### src/rtl/issel_pkg.sv
package issel_pkg;

  typedef struct packed {
    logic primIsT1;  // thread 1 holds priority this cycle
    logic t0Kill;    // thread 0 excluded from selection
    logic t1Kill;    // thread 1 excluded from selection
  } issel_strobe_t;

  function automatic int minOf3(input int a, input int b, input int c);
    int m;
    m = (a < b) ? a : b;
    return (m < c) ? m : c;
  endfunction

  function automatic int pipesFor(input int cls, input int brPipes, input int othPipes);
    return (cls == 0) ? brPipes : othPipes;
  endfunction

endpackage

### src/rtl/issel_ctrl.sv
module issel_ctrl
  import issel_pkg::*;
(
  input  logic          clk,
  input  logic          rstN,
  input  logic          prioSel,
  input  logic          stallT0,
  input  logic          stallT1,
  output issel_strobe_t ctl
);

  logic prioReg;

  // priority choice is registered: applies from the cycle after sampling
  always_ff @(posedge clk) begin
    if (!rstN) prioReg <= 1'b0;
    else       prioReg <= prioSel;
  end

  always_comb begin
    ctl.primIsT1 = prioReg;
    ctl.t0Kill   = stallT0;
    ctl.t1Kill   = stallT1;
  end

endmodule

### src/rtl/issel_datapath.sv
module issel_datapath
  import issel_pkg::*;
#(
  parameter int NCLS      = 5,
  parameter int CNT_W     = 2,
  parameter int BR_PIPES  = 3,
  parameter int OTH_PIPES = 2,
  parameter int BR_CAP    = 3,
  parameter int OTH_CAP   = 2
) (
  input  issel_strobe_t          ctl,
  input  logic [NCLS*CNT_W-1:0]  rdyT0,
  input  logic [NCLS*CNT_W-1:0]  rdyT1,
  output logic [NCLS*CNT_W-1:0]  grantT0,
  output logic [NCLS*CNT_W-1:0]  grantT1
);

  for (genvar c = 0; c < NCLS; c++) begin : g_cls
    localparam int PIPES = pipesFor(c, BR_PIPES, OTH_PIPES);
    localparam int CAP   = (c == 0) ? BR_CAP : OTH_CAP;

    logic [CNT_W-1:0] r0, r1, primRdy, secRdy, primGnt, secGnt;

    always_comb begin
      r0      = ctl.t0Kill ? '0 : rdyT0[c*CNT_W +: CNT_W];
      r1      = ctl.t1Kill ? '0 : rdyT1[c*CNT_W +: CNT_W];
      primRdy = ctl.primIsT1 ? r1 : r0;
      secRdy  = ctl.primIsT1 ? r0 : r1;
      primGnt = CNT_W'(minOf3(int'(primRdy), CAP, PIPES));
      // secondary only backfills what the primary left idle
      secGnt  = CNT_W'(minOf3(int'(secRdy), CAP, PIPES - int'(primGnt)));
    end

    assign grantT0[c*CNT_W +: CNT_W] = ctl.primIsT1 ? secGnt  : primGnt;
    assign grantT1[c*CNT_W +: CNT_W] = ctl.primIsT1 ? primGnt : secGnt;
  end

endmodule

### src/rtl/issel_top.sv
module issel_top
  import issel_pkg::*;
#(
  parameter int NCLS       = 5,
  parameter int CNT_W      = 2,
  parameter int BR_PIPES   = 3,
  parameter int OTH_PIPES  = 2,
  parameter int BR_CAP     = 3,
  parameter int OTH_CAP    = 2,
  parameter int THREAD_MAX = 11
) (
  input  logic                  clk,
  input  logic                  rstN,
  input  logic                  prioSel,
  input  logic                  stallT0,
  input  logic                  stallT1,
  input  logic [NCLS*CNT_W-1:0] rdyT0,
  input  logic [NCLS*CNT_W-1:0] rdyT1,
  output logic [NCLS*CNT_W-1:0] grantT0,
  output logic [NCLS*CNT_W-1:0] grantT1
);

  issel_strobe_t ctl;

  issel_ctrl i_ctrl (
    .clk     (clk),
    .rstN    (rstN),
    .prioSel (prioSel),
    .stallT0 (stallT0),
    .stallT1 (stallT1),
    .ctl     (ctl)
  );

  issel_datapath #(
    .NCLS      (NCLS),
    .CNT_W     (CNT_W),
    .BR_PIPES  (BR_PIPES),
    .OTH_PIPES (OTH_PIPES),
    .BR_CAP    (BR_CAP),
    .OTH_CAP   (OTH_CAP)
  ) i_dp (
    .ctl     (ctl),
    .rdyT0   (rdyT0),
    .rdyT1   (rdyT1),
    .grantT0 (grantT0),
    .grantT1 (grantT1)
  );

endmodule

### config.mk
export PLATFORM = sky130hd
export DESIGN_NAME = issel_top
export DESIGN_NICKNAME = d
export VERILOG_FILES = /design/src/rtl/issel_pkg.sv /design/src/rtl/issel_ctrl.sv /design/src/rtl/issel_datapath.sv /design/src/rtl/issel_top.sv
export SDC_FILE = /design/constraint.sdc
export NUM_CORES = 1
export LEC_CHECK = 0
export BUFFER_PORTS_ARGS = -buffer_cell sky130_fd_sc_hd__buf_2
export CELL_PAD_IN_SITES_DETAIL_PLACEMENT = 1
export CELL_PAD_IN_SITES_GLOBAL_PLACEMENT = 1
export CORE_AREA = 2 2 62 64
export CTS_BUF_LIST = sky130_fd_sc_hd__clkbuf_8
export DETAILED_ROUTE_END_ITERATION = 10
export DIE_AREA = 0 0 64 66
export GPL_ROUTABILITY_DRIVEN = 1
export GPL_TIMING_DRIVEN = 0
export PLACE_DENSITY = 0.79
export SETUP_SLACK_MARGIN = 0.3
export SYNTH_ARGS = -nofsm -noshare
export SYNTH_HDL_FRONTEND = slang
export SYNTH_HIERARCHICAL = 1
export SYNTH_SLANG_ARGS = --single-unit
### constraint.sdc
create_clock -name clk -period 1.8 [get_ports clk]
set_input_delay 0.18 -clock clk [delete_from_list [all_inputs] [get_ports clk]]
set_output_delay 0.18 -clock clk [all_outputs]
set_load 0.1 [all_outputs]
==> impl_metrics.py <==
metrics = {
    "logic_synthesis": {
        "async_flop_share_pct": 0,
        "syn_avg_cell_area_um2": 6.90,
        "synth_compound_area_share_pct": 36.8,
        "syn-num-nets": 181,
        "synth.most_common_cell": "nor2_1",
        "synth_cells": 150,
        "synth_mux_area_share_pct": 0.967,
        "synthSimpleGateAreaFrac_pct": 38.6,
        "yosysSeqAreaShare_pct": 1.93,
        "ys_ff_latch": 1,
        "synth_top_family_by_area": "simple AND/OR/NAND/NOR gates",
        "synthFlopType": "dfxtp_1",
        "synth_edf_count": 0,
        "synth_area_leaders": "a21oi_1 8.7%, nor2_1 8.0%, ha_1 7.3%",
        "synth.distinct_cells": 33,
        "synth_fa_ha_area_share_pct": 7.26,
        "synth.top_cell.area_share_pct": 8.71,
        "synth_top_cell_by_area": "a21oi_1",
        "netlist_area_mm2": 0.00103,
        "synth_xor_area_share_pct": 0,
        "yosys-top-cells-count": "22 x nor2_1, 18 x a21oi_1, 14 x o21ai_0",
        "yosysWarningCount": 6,
    },
    "layout": {
        "instances_no_fill": 269,
        "largest_reg_flops": 1,
        "final_cell_area_mm2": 0.00234,
        "layout.nets": 254,
        "top_register": "i_ctrl/prioReg",
        "fill_cells": 386,
        "multiInputGateArea_mm2": 0.00131,
        "drive_gt1_share_pct": 70.1,
        "seq_area_um2": 21.3,
        "n_antenna_cell": 0,
        "largest_registers": "i_ctrl/prioReg x1",
        "finish.utilization_pct": 65.9,
        "area_growth_pct": 126,
    },
    "run_status": {
        "violations": "negative setup slack",
        "status": "complete, but fails checks",
    },
    "pwr": {
        "p_per_area_mw_per_mm2": 473,
        "pwr-share-seq_pct": 2.2,
        "netSwitchingPower_uw": 642,
        "vdd_drop_max_mv": 0.237,
        "switching_share_pct": 58.0,
        "internal-power_uw": 465,
        "p_leak_nw": 0.952,
        "p_comb_share_pct": 97.8,
        "pwr-share-clk_pct": 0,
        "finalPower_mw": 1.11,
    },
    "timing": {
        "fin_ws_ps": -397,
        "report.final.slew_viol_count": 0,
        "worst_pin_slew_ps": 519,
        "hold_ws_ps": 384,
        "fin_crit_ps": 2200,
        "min_period_over_period_pct": 122,
        "timing.slew.headroom_pct": 65.4,
        "clock.fmax_mhz": 455,
        "timing.final.hold_violations": 0,
        "finalSetupViolCount": 20,
        "rsz0062_at_grt": "yes",
        "fin_setup_tns_ps": -5570,
    },
    "critical_path": {
        "arrival_ps": 2020,
        "critPathCaptureType": "output pin",
        "path_class": "flip-flop to output pin",
        "setup.worst_path.start_class": "flip-flop",
        "cp.required_ps": 1620,
        "crit_fanout": 5,
    },
    "place": {
        "hpwl_mm": 3.12,
        "dpl_worst_slack_ps": -800,
        "gp_congestion": 0.832,
        "placed_cell_area_mm2": 0.00157,
        "port-buffer-count": 42,
        "dp.cells": 240,
    },
    "grt": {
        "grt_pass1_vias": 1572,
        "grt_use_met3_pct": 0.852,
        "gr-max-usage-layer": "met2",
        "grt_max_degree": 11,
        "grtUsageMet1_pct": 30.1,
        "overflow": 0,
        "use_met2_pct": 46.2,
        "grt_first_pass_wirelength_mm": 8.22,
        "grtUsageTotal_pct": 24.7,
        "antenna_found_initial": 0,
    },
    "route": {
        "drt_wl_total_mm": 5.57,
        "drt-initial-drc-count": 35,
        "avgRoutedWirePerCell_um": 20.7,
        "first_pass_iters": 4,
        "final_antenna_net_count": 0,
        "drc": 0,
        "vias": 1501,
        "via_per_inst": 5.58,
    },
    "floorplanning": {
        "io_pins": 45,
        "core_area_mm2": 0.00355,
        "dieArea_mm2": 0.00422,
        "die_h_um": 66,
        "num_rows": 22,
        "initial_core_util_pct": 29.1,
        "die_w_um": 64,
    },
    "min_path": {
        "hold_class": "input port to flip-flop",
        "worst_hold_path.num_cells": 2,
    },
    "clock_network": {
        "hold_buffers": 0,
        "clk_pin_slew_ps": 0,
    },
    "run": {
        "drv_cap": 0,
    },
}
[routing by layer]
| layer | part of all wire, % | up-vias | wire length (um) |
|---|---|---|---|
| li1 | - | 707 | - |
| met1 | 40 | 722 | 2230 |
| met2 | 53 | 53 | 2930 |
| met3 | 3.3 | 19 | 184 |
| met4 | 4.1 | 0 | 228 |
| met5 | 0 | - | 0 |
[power groups by stage]
stage | combinational [mW] | sequential (mW) | clock [mW]
final | 1.08 | 0.0246 | 0
after global routing | 1.12 | 0.0248 | 0
after CTS | 0.987 | 0.0242 | 0
after detailed placement | 0.753 | 0.0241 | 0
after global placement | 0.734 | 0.0241 | 0
after floorplan | 0.625 | 0.0240 | 0
[final cells by class]
| type | instances | area share (%) |
|---|---|---|
| tap | 48 | 2.57 |
| buffer | 14 | 7.11 |
| sequential | 1 | 0.909 |
| timing repair buffer | 71 | 32.2 |
| inverter | 7 | 1.39 |
| multi-input combinational | 128 | 55.9 |
[layout by cell type (no fill, tap or decap), types with 2 or more instances in the layout]
master	instances
nor2_2	3
buf_12	20
o21bai_1	2
o21ai_1	4
o21ai_4	7
buf_4	29
o221ai_1	2
o32ai_4	3
inv_1	4
nand3b_1	6
nand2b_1	4
nor3b_2	3
a21o_1	3
nor2_4	6
a32o_4	2
a21oi_4	2
o21ai_2	10
a21oi_1	10
and3b_1	8
a21oi_2	6
buf_8	8
nor2_1	13
a22oi_2	2
nand2_1	4
nor4b_2	3
buf_2	24
nor2b_1	2
buf_6	3
and4bb_1	2
a32o_2	3
ha_4	5
[timing repair]
item,4_1_cts,5_1_grt
setup endpoints to repair,20,20
resized for setup,105,30
setup buffers,15,12
cloned,2,0
pin swaps,17,25
[logic make-up after synthesis]
family / count (synthesis)
adder cells (fa/ha/maj): 6
multiplexers: 1
buffers and inverters: 21
AND/OR/NAND/NOR: 60
flip-flops: 1
AO/OA/AOI/OAI: 61
[critical path, cell delays in order (launching register included)]
cell	delay (ps)
dfxtp_2	290
buf_6	110
buf_8	120
buf_8	120
buf_8	130
a31o_4	250
ha_4	270
and3b_1	170
o21ai_2	70
a32o_4	310
buf_12	160
[worst paths after layout]
check                       from                   endpoint  slack (ps)
min                      prioSel  i_ctrl/prioReg$_SDFF_PN0_         380
max    i_ctrl/prioReg$_SDFF_PN0_                 grantT1[5]        -400
Note: power is estimated with default switching activity, not from simulation.
